## config.mk

```make
export PLATFORM = sky130hd
export DESIGN_NAME = ppc_cycle_ctrl
export DESIGN_NICKNAME = d
export VERILOG_FILES = /design/src/rtl/ppc_pkg.sv /design/src/rtl/ppc_period_timer.sv /design/src/rtl/ppc_phase_fsm.sv /design/src/rtl/ppc_out_decode.sv /design/src/rtl/ppc_cycle_ctrl.sv
export SDC_FILE = /design/constraint.sdc
export NUM_CORES = 1
export LEC_CHECK = 0
export BUFFER_PORTS_ARGS = -buffer_cell sky130_fd_sc_hd__buf_2
export CAP_MARGIN = 20
export CORE_UTILIZATION = 59
export DETAILED_ROUTE_END_ITERATION = 6
export PLACE_DENSITY = 0.95
export SETUP_SLACK_MARGIN = 0.15
export SLEW_MARGIN = 5
export SYNTH_ARGS = -nofsm -noshare
export SYNTH_HDL_FRONTEND = slang
export SYNTH_HIERARCHICAL = 1
export SYNTH_SLANG_ARGS = --single-unit
```

## constraint.sdc

```tcl
create_clock -name clk -period 8.2 [get_ports clk]
set_input_delay 1.64 -clock clk [delete_from_list [all_inputs] [get_ports clk]]
set_output_delay 1.64 -clock clk [all_outputs]
set_load 0.03 [all_outputs]
```

## src/rtl/ppc_pkg.sv

```systemverilog
package ppc_pkg;

    typedef enum logic [2:0] {
        PH_IDLE,
        PH_WAKE,
        PH_CRST,
        PH_CSTART,
        PH_ACQ,
        PH_RDSTART,
        PH_RDWAIT
    } phase_t;

    localparam int NUM_DOM = 3;
    localparam int DOM_ANA = 0;
    localparam int DOM_CNV = 1;
    localparam int DOM_DIG = 2;

endpackage

```

## src/rtl/ppc_period_timer.sv

```systemverilog
module ppc_period_timer #(
    parameter int CNT_W = 26
) (
    input  logic             clk,
    input  logic             rst,
    input  logic [CNT_W-1:0] period,
    output logic [CNT_W-1:0] pcnt,
    output logic             at_zero
);

    logic [CNT_W-1:0] last_val;

    assign last_val = period - CNT_W'(1);
    assign at_zero  = (pcnt == '0);

    always_ff @(posedge clk) begin
        if (rst)
            pcnt <= '0;
        else if (pcnt >= last_val)
            pcnt <= '0;
        else
            pcnt <= pcnt + CNT_W'(1);
    end

    AST_PCNT_STEP: assert property (@(posedge clk) disable iff (rst)
        (pcnt != '0) |-> ($past(pcnt) == pcnt - CNT_W'(1)));

endmodule

```

## src/rtl/ppc_phase_fsm.sv

```systemverilog
module ppc_phase_fsm
    import ppc_pkg::*;
#(
    parameter int          CNT_W    = 26,
    parameter int unsigned MIN_WAKE = 3125
) (
    input  logic             clk,
    input  logic             rst,
    input  logic [CNT_W-1:0] pcnt,
    input  logic             at_zero,
    input  logic [CNT_W-1:0] cfg_on_time,
    input  logic [CNT_W-1:0] cfg_wake,
    input  logic             end_readout,
    output phase_t           phase
);

    localparam logic [CNT_W-1:0] WAKE_FLOOR = CNT_W'(MIN_WAKE);

    logic [CNT_W-1:0] wake_eff;
    phase_t           phase_nx;

    assign wake_eff = (cfg_wake < WAKE_FLOOR) ? WAKE_FLOOR : cfg_wake;

    always_ff @(posedge clk) begin
        if (rst)
            phase <= PH_IDLE;
        else
            phase <= phase_nx;
    end

    always_comb begin
        phase_nx = phase;
        unique case (phase)
            PH_IDLE:    if (at_zero)              phase_nx = PH_WAKE;
            PH_WAKE:    if (pcnt >= wake_eff)     phase_nx = PH_CRST;
            PH_CRST:                              phase_nx = PH_CSTART;
            PH_CSTART:                            phase_nx = PH_ACQ;
            PH_ACQ:     if (pcnt >= cfg_on_time)  phase_nx = PH_RDSTART;
            PH_RDSTART:                           phase_nx = PH_RDWAIT;
            PH_RDWAIT:  if (end_readout)          phase_nx = PH_IDLE;
            default:                              phase_nx = PH_IDLE;
        endcase
    end

    AST_RST_PRECEDES_START: assert property (@(posedge clk) disable iff (rst)
        (phase == PH_CSTART) |-> ($past(phase) == PH_CRST));

    AST_RST_AFTER_WAKE: assert property (@(posedge clk) disable iff (rst)
        (phase == PH_CRST) |-> (pcnt == wake_eff + CNT_W'(1)));

    AST_CYCLE_AT_ZERO: assert property (@(posedge clk) disable iff (rst)
        (phase == PH_WAKE && $past(phase) == PH_IDLE) |-> (pcnt == CNT_W'(1)));

endmodule

```

## src/rtl/ppc_out_decode.sv

```systemverilog
module ppc_out_decode
    import ppc_pkg::*;
(
    input  logic               clk,
    input  logic               rst,
    input  phase_t             phase,
    input  logic [NUM_DOM-1:0] pulse_mask,
    input  logic               busy,
    input  logic               ext_trig,
    output logic [NUM_DOM-1:0] pwr,
    output logic               acq_en,
    output logic               chip_reset,
    output logic               start_acq,
    output logic               start_readout,
    output logic               trig_veto,
    output logic               trig_out
);

    logic               powered;
    logic               reading;
    logic [NUM_DOM-1:0] window;

    always_comb begin
        powered       = 1'b0;
        reading       = 1'b0;
        acq_en        = 1'b0;
        chip_reset    = 1'b0;
        start_acq     = 1'b0;
        start_readout = 1'b0;
        unique case (phase)
            PH_IDLE:    ;
            PH_WAKE:    powered = 1'b1;
            PH_CRST:    begin powered = 1'b1; chip_reset = 1'b1; end
            PH_CSTART:  begin powered = 1'b1; start_acq  = 1'b1; end
            PH_ACQ:     begin powered = 1'b1; acq_en     = 1'b1; end
            PH_RDSTART: begin reading = 1'b1; start_readout = 1'b1; end
            PH_RDWAIT:  reading = 1'b1;
            default:    ;
        endcase
    end

    generate
        for (genvar d = 0; d < NUM_DOM; d++) begin : g_dom
            if (d == DOM_DIG) begin : g_dig
                assign window[d] = powered | reading;
            end else begin : g_fe
                assign window[d] = powered;
            end
            assign pwr[d] = ~rst & (window[d] | ~pulse_mask[d]);
        end
    endgenerate

    assign trig_veto = rst | ~acq_en | busy;
    assign trig_out  = ext_trig & ~trig_veto;

    AST_STROBE_EXCL: assert property (@(posedge clk) disable iff (rst)
        $onehot0({chip_reset, start_acq, start_readout}));

endmodule

```

## src/rtl/ppc_cycle_ctrl.sv

```systemverilog
module ppc_cycle_ctrl
    import ppc_pkg::*;
#(
    parameter int          CNT_W    = 26,
    parameter int unsigned MIN_WAKE = 3125
) (
    input  logic             clk,
    input  logic             rst,
    input  logic [CNT_W-1:0] cfg_period,
    input  logic [CNT_W-1:0] cfg_on_time,
    input  logic [CNT_W-1:0] cfg_wake,
    input  logic [2:0]       cfg_pulse_mask,
    input  logic             ext_trig,
    input  logic             busy,
    input  logic             end_readout,
    output logic             pwr_analog,
    output logic             pwr_conv,
    output logic             pwr_digital,
    output logic             acq_en,
    output logic             chip_reset,
    output logic             start_acq,
    output logic             start_readout,
    output logic             trig_veto,
    output logic             trig_out
);

    logic [CNT_W-1:0]   pcnt;
    logic               at_zero;
    phase_t             phase;
    logic [NUM_DOM-1:0] pwr;

    ppc_period_timer #(.CNT_W(CNT_W)) u_timer (
        .clk     (clk),
        .rst     (rst),
        .period  (cfg_period),
        .pcnt    (pcnt),
        .at_zero (at_zero)
    );

    ppc_phase_fsm #(.CNT_W(CNT_W), .MIN_WAKE(MIN_WAKE)) u_fsm (
        .clk         (clk),
        .rst         (rst),
        .pcnt        (pcnt),
        .at_zero     (at_zero),
        .cfg_on_time (cfg_on_time),
        .cfg_wake    (cfg_wake),
        .end_readout (end_readout),
        .phase       (phase)
    );

    ppc_out_decode u_dec (
        .clk           (clk),
        .rst           (rst),
        .phase         (phase),
        .pulse_mask    (cfg_pulse_mask),
        .busy          (busy),
        .ext_trig      (ext_trig),
        .pwr           (pwr),
        .acq_en        (acq_en),
        .chip_reset    (chip_reset),
        .start_acq     (start_acq),
        .start_readout (start_readout),
        .trig_veto     (trig_veto),
        .trig_out      (trig_out)
    );

    assign pwr_analog  = pwr[DOM_ANA];
    assign pwr_conv    = pwr[DOM_CNV];
    assign pwr_digital = pwr[DOM_DIG];

    AST_RESET_THEN_START: assert property (@(posedge clk) disable iff (rst)
        chip_reset |=> start_acq);

    AST_READOUT_POWERED: assert property (@(posedge clk) disable iff (rst)
        start_readout |-> pwr_digital);

    AST_BUSY_BLOCKS: assert property (@(posedge clk) disable iff (rst)
        busy |-> (trig_veto && !trig_out));

    AST_ACQ_POWERED: assert property (@(posedge clk) disable iff (rst)
        acq_en |-> (pwr_analog && pwr_conv && pwr_digital));

    AST_FE_OFF_IN_READOUT: assert property (@(posedge clk) disable iff (rst)
        (start_readout && cfg_pulse_mask[DOM_ANA]) |-> !pwr_analog);

endmodule

```

==> results of run 1 <==
## per-layer routing
metal	GRT usage (%)	share of wire (%)
met3	6.48	8.0
met5	0	0
met4	12.2	2.6
met2	57.1	49
met1	33.0	40
## area by class of cell
type,instances,area (um2)
inverters,49,184
well taps,75,93.8
multi-input cells,415,3010
flip-flops and latches,29,581
repair buffers,94,470
fillers,445,1670
clock buffers,7,86.3
## cells by family after synthesis
| group | count (synthesis) |
|---|---|
| compound gates | 78 |
| xor+xnor | 47 |
| fa+ha+maj | 81 |
| buf+inv | 58 |
| flops | 29 |
| simple gates | 209 |
## power groups by stage
| stage | Sequential, mW | Clock [mW] | Combinational [mW] |
|---|---|---|---|
| 3_5_place_dp | 0.172 | 0 | 0.136 |
| 2_1_floorplan | 0.157 | 0 | 0.107 |
| 6_report | 0.170 | 0.116 | 0.138 |
| 4_1_cts | 0.169 | 0.116 | 0.136 |
| 3_3_place_gp | 0.171 | 0 | 0.129 |
| 5_1_grt | 0.172 | 0.123 | 0.156 |
## critical path, delay by kind of cell
| kind | cells | cell delay (ns) |
|---|---|---|
| buffers and inverters | 1 | 0.13 |
| adders and majority gates | 1 | 0.27 |
| AOI/OAI and AO/OA | 3 | 0.82 |
| xor gates and xnor gates | 1 | 0.14 |
| and+or+nand+nor | 6 | 2.71 |
## metrics by stage
| step | hold WS (ns) | std cells | area (um2) |
|---|---|---|---|
| after detailed placement | 0.480 | 662 | 4340 |
| after global routing | 0.539 | 669 | 4420 |
| after floorplan | 0.441 | 502 | 3830 |
| after global placement | 0.466 | 662 | 4340 |
| after CTS | 0.492 | 669 | 4420 |
| final | 0.490 | 669 | 4420 |
## sequential cells by signal (all words and copies together) (netlist names)
name	count
u_timer/pcnt	26
u_fsm/phase	3
## how the worst max path moves through the flow
stage	startpoint	to
floorplan	cfg_period[7]	u_timer/pcnt[10]
global placement	cfg_period[7]	u_timer/pcnt[19]
detailed placement	cfg_period[7]	u_timer/pcnt[15]
CTS	cfg_period[7]	u_timer/pcnt[15]
global route	cfg_period[3]	u_timer/pcnt[15]
finish	cfg_period[7]	u_timer/pcnt[5]
## synthesized netlist by cell type, types with 2 or more instances
cell type / instances
inv_1: 48
xor2_1: 15
nor3_1: 13
nor4_1: 19
buf_6: 3
o211ai_1: 2
nor3_2: 3
or3_1: 2
buf_2: 2
nand4_1: 24
o211a_1: 2
ha_1: 81
nand2_1: 39
a31oi_1: 3
o41ai_1: 2
clkbuf_1: 4
nor2b_1: 3
nor3b_1: 2
xnor2_1: 32
nor4_2: 2
a21oi_1: 34
nor4b_1: 3
nor2_1: 62
nand3_1: 16
or4_1: 4
nand2b_1: 6
a211oi_1: 3
and3_1: 2
dfxtp_1: 29
o21ai_0: 12
a21o_1: 9
==> impl_metrics.py, run 1 <==
metrics = {
    "worst_setup_path": {
        "arrival_ns": 5.72,
        "critical_path.cell_chain": "buf_2 > or4_4 > or3_4 > or3_1 > nor3_2 > xnor2_1 > ha_1 > a21o_1 > a21o_1 > a2111oi_0 > nand3_1 > nor2_1",
        "startpoint_type": "input pin",
        "end_kind": "register",
        "crit_required_ns": 8.39,
        "cp_common_cell": "a21o_1",
        "r2r_start": "u_timer/pcnt[0]",
        "worstReg2RegEnd": "u_timer/pcnt[5]",
        "rr_worst_depth": 8,
        "crit_slowest_cell": "nand3_1",
        "slowest_delay_ns": 0.76,
        "cp_max_fo": 26,
        "worst-setup-path-type": "in2reg",
        "ff2ff_setup_slack_ns": 5.27,
    },
    "synth": {
        "synth_top_cell_by_area": "ha_1",
        "ys_seq_area_share_pct": 15.2,
        "synth_ff_type": "dfxtp_1",
        "synthMuxAreaShare_pct": 0,
        "synth_cell_types": 52,
        "synth_seq_cells": 29,
        "syn_area_um2": 3830,
        "synthAdderAreaFrac_pct": 26.5,
        "synth_cells": 502,
        "yosys.area_share.xor_xnor_pct": 10.7,
        "yosys.area_share.simple_pct": 28.3,
        "syn_nets": 669,
        "async_flop_share_pct": 0,
        "postSynthAreaPerCell_um2": 7.63,
        "synth_area_leaders": "ha_1, dfxtp_1, xnor2_1, nor2_1, inv_1",
        "synth_edf_count": 0,
        "synth-warning-count": 6,
        "synth_top_family_by_area": "simple AND/OR/NAND/NOR gates",
        "synth_compound_area_share_pct": 13.0,
        "synth_top_area_share_pct": 26.5,
    },
    "sta": {
        "maxSlewHeadroom_pct": 36.1,
        "slew_viol_final": 0,
        "setup_violations": 0,
        "fin_tns_setup_ns": 0,
        "min_period_ns": 5.53,
        "hold_viol_final": 0,
        "fin_skew_ns": 0.00335,
        "worst_slack_ns": 2.67,
        "worst_pin_slew_ns": 0.956,
        "rsz0062_at_grt": "false",
        "fmax_mhz": 181,
        "fin_crit_sh_pct": 67.4,
    },
    "clock_network": {
        "insertion_delay_ns": 0.28,
        "cts-root-buf": "clkbuf_8",
        "clk_path_buf_depth": 2,
        "clk_pin_slew_ns": 0.06,
        "cts.sinks": 29,
        "cts_tree": "built",
        "cts_resized": 0,
        "post_cts_buffers": 0,
        "cts_hold_buf": 0,
        "cts_made_buffers": 5,
        "h-tree-depth": 2,
    },
    "global_route": {
        "grt_max_degree": 27,
        "overflow": 0,
        "antenna_found_initial": 0,
        "grt_usage_pct": 30.5,
        "first_global_vias": 3845,
        "grt_pass1_wl_um": 16100,
    },
    "cells_and_area": {
        "final_cell_mix": "buf_2, ha_1, nor2_1, inv_1, nand2_1",
        "final_nets": 761,
        "layout_commonest_cell": "buf_2",
        "drive_above_1_share_pct": 19.2,
        "final_core_util_pct": 72.6,
        "area_growth_pct": 15.4,
        "antenna_cells": 0,
    },
    "floorplanning": {
        "start_util_pct": 62.8,
        "core_area_um2": 6100,
        "io-pin-count": 95,
        "die_h_um": 82.6,
        "fp.dieW_um": 82.6,
        "rows": 28,
        "die_area_um2": 6820,
    },
    "routing": {
        "drc": 0,
        "routed_via_density": 6.13,
        "wire_per_inst_um": 14.8,
        "first_pass_iters": 5,
        "vias": 4098,
        "drt-initial-drc-count": 264,
        "drt_wl_total_um": 9880,
        "ant_nets": 0,
    },
    "power_and_ir_drop": {
        "switching_share_pct": 35.2,
        "pwr-share-seq_pct": 40.0,
        "p_switching_mw": 0.149,
        "total_power_mw": 0.424,
        "power_density_nw_per_um2": 95.8,
        "p_int_mw": 0.275,
        "power_frac_clock_pct": 27.4,
        "pwr-share-comb_pct": 32.6,
        "ir_drop_mv": 0.0801,
        "p_leak_nw": 2.19,
    },
    "hold_path": {
        "holdPathEnd": "u_timer/pcnt[0]",
        "hold_path_startpoint": "u_timer/pcnt[0]",
        "hp-class": "reg2reg",
        "hold_depth": 1,
    },
    "placed_design": {
        "place_ws_ns": 2.50,
        "dp_hpwl_um": 7910,
        "numPortBuffers": 94,
        "gp_congestion": 0.873,
    },
    "flow_run": {
        "maxCapViolations": 0,
    },
    "run_status": {
        "status": "finished clean",
    },
}
Power figures use the tool's default switching activity.
==> run 2: changes to the inputs <==
- CORE_UTILIZATION: 59 -> 50
- PLACE_DENSITY: 0.95 -> 0.9
- clock period: 8.2 -> 4.9 ns (I/O delays scaled with it)
==> run 2 against run 1 <==
  * Utilization shrank 12 points
  * First-iteration DRC count grew 24%
  * Wire length grew 6.1%
  * Cell count grew 3.9%
  * Setup slack lost 2.0 ns
  * Flip-flop and latch count is the same
  * Highest routed layer unchanged
==> impl_metrics.py, run 2 (same netlist as run 1, synthesis figures left out) <==
metrics = {
    "clock_network": {
        "cts_made_buffers": 5,
        "h-tree-depth": 2,
        "post_cts_buffers": 0,
        "clk_pin_slew_ns": 0.07,
        "cts_resized": 0,
        "cts-root-buf": "clkbuf_8",
        "clk_path_buf_depth": 2,
        "insertion_delay_ns": 0.28,
        "cts_hold_buf": 0,
        "cts_tree": "built",
        "cts.sinks": 29,
    },
    "cells_and_area": {
        "area_growth_pct": 16.3,
        "final_cell_mix": "buf_2, ha_1, nor2_1, inv_1, nand2_1",
        "largest-register": "u_timer/pcnt",
        "top_regs": "u_timer/pcnt x26, u_fsm/phase x3",
        "layout_commonest_cell": "buf_2",
        "final_nets": 762,
        "antenna_cells": 0,
        "nFillCells": 674,
        "drive_above_1_share_pct": 19.5,
        "largest_reg_flops": 26,
    },
    "run_status": {
        "status": "finished clean",
    },
    "worst_setup_path": {
        "ff2ff_setup_slack_ns": 2.47,
        "worst-setup-path-type": "in2reg",
        "path_delay_family": "simple AND/OR/NAND/NOR gates",
        "crit_required_ns": 5.11,
        "crit_slowest_cell": "or4_4",
        "end_kind": "register",
        "critPathBufInv": 2,
        "critical_path.cell_chain": "buf_2 > or4_4 > or3_4 > or3_1 > nor3_2 > xnor2_1 > ha_1 > a21o_1 > a21o_1 > a2111oi_0 > nand3_1 > buf_4 > nor2_1",
        "cp_max_fo": 26,
        "arrival_ns": 4.40,
        "r2r_start": "u_timer/pcnt[1]",
        "startpoint_type": "input pin",
        "rr_worst_depth": 7,
        "worstReg2RegEnd": "u_timer/pcnt[22]",
        "slowest_delay_ns": 0.55,
        "cp_common_cell": "a21o_1",
    },
    "floorplanning": {
        "fp.dieW_um": 89.5,
        "die_area_um2": 8020,
        "die_h_um": 89.5,
        "start_util_pct": 52.3,
        "core_area_um2": 7330,
        "rows": 31,
        "io-pin-count": 95,
    },
    "routing": {
        "first_pass_iters": 5,
        "drc": 0,
        "vias": 4080,
        "routed_via_density": 5.87,
        "drt_wl_total_um": 10500,
        "ant_nets": 0,
        "wire_per_inst_um": 15.1,
        "drt-initial-drc-count": 327,
    },
    "sta": {
        "fin_skew_ns": 0.00903,
        "fin_tns_setup_ns": 0,
        "hold_viol_final": 0,
        "slew_viol_final": 0,
        "worst_pin_slew_ns": 0.783,
        "fmax_mhz": 239,
        "maxSlewHeadroom_pct": 47.4,
        "setup_violations": 0,
        "rsz0062_at_grt": "false",
        "fin_crit_sh_pct": 85.4,
        "whs_ns": 0.507,
        "min_period_ns": 4.18,
    },
    "hold_path": {
        "hold_depth": 1,
        "hp-class": "reg2reg",
        "holdPathEnd": "u_timer/pcnt[0]",
        "hold_path_startpoint": "u_timer/pcnt[0]",
    },
    "power_and_ir_drop": {
        "p_leak_nw": 2.20,
        "power_density_nw_per_um2": 158,
        "ir_drop_mv": 0.125,
    },
    "global_route": {
        "first_global_vias": 3857,
        "grt_max_degree": 27,
        "grt_pass1_wl_um": 16600,
        "antenna_found_initial": 0,
        "overflow": 0,
        "grt_usage_pct": 26.8,
    },
    "flow_run": {
        "maxCapViolations": 0,
    },
    "placed_design": {
        "numPortBuffers": 94,
        "gp_congestion": 0.855,
        "dp_hpwl_um": 8200,
    },
}
==> run 2: final cells by class <==
| type | count | area, um2 | area share [%] |
|---|---|---|---|
| clock buffers | 6 | 72.6 | 1.63 |
| clock inverters | 2 | 10.0 | 0.225 |
| inverters | 49 | 184 | 4.13 |
| multi-input cells | 415 | 3010 | 67.5 |
| flip-flops and latches | 29 | 581 | 13.0 |
| well taps | 99 | 124 | 2.78 |
| repair buffers | 95 | 478 | 10.7 |
==> run 2: per-layer routing <==
layer,GRT usage [%],vias to the layer above,wire length [um]
met3,4.52,27,798
met5,0,-,0
li1,-,1996,-
met4,10.8,0,219
met1,28.7,1888,4200
met2,51.7,169,5260
==> run 2: how the worst max path moves through the flow <==
| stage | start | depth (start not counted) | end |
|---|---|---|---|
| 6_report | cfg_period[7] | 13 | u_timer/pcnt[23] |
| 5_1_grt | cfg_period[3] | 14 | u_timer/pcnt[13] |
| 4_1_cts | cfg_period[7] | 13 | u_timer/pcnt[23] |
| 3_5_place_dp | cfg_period[7] | 13 | u_timer/pcnt[23] |
| 3_3_place_gp | cfg_period[7] | 13 | u_timer/pcnt[21] |
| 2_1_floorplan | cfg_period[7] | 13 | u_timer/pcnt[10] |
==> run 2: stage by stage <==
step | area (um2) | total power [mW] | cells | util [%] | setup WS [ns]
floorplan | 3830 | 0.442 | 502 | - | 0.665
detailed placement | 4370 | 0.518 | 687 | 59.7 | 0.455
CTS | 4460 | 0.703 | 695 | 60.8 | 0.747
global route | 4460 | 0.746 | 695 | 60.8 | 0.360
global placement | 4370 | 0.502 | 687 | 59.7 | 0.542
finish | 4460 | 0.704 | 695 | 60.8 | 0.717
==> run 2: worst register-to-register path, stage by stage (launching register included) <==
cell and delay [ns]:
dfxtp_1 0.47, ha_1 0.24, nand3_1 0.20, nor3_1 0.72, nand4_1 0.28, nor2_1 0.21, xnor2_1 0.14, nor2_1 0.06
==> run 2: power breakdown <==
| group | switching, mW | internal (mW) |
|---|---|---|
| logic | 0.130 | 0.103 |
| clock network | 0.0906 | 0.0981 |
| registers | 0.0369 | 0.246 |
| total | 0.257 | 0.447 |
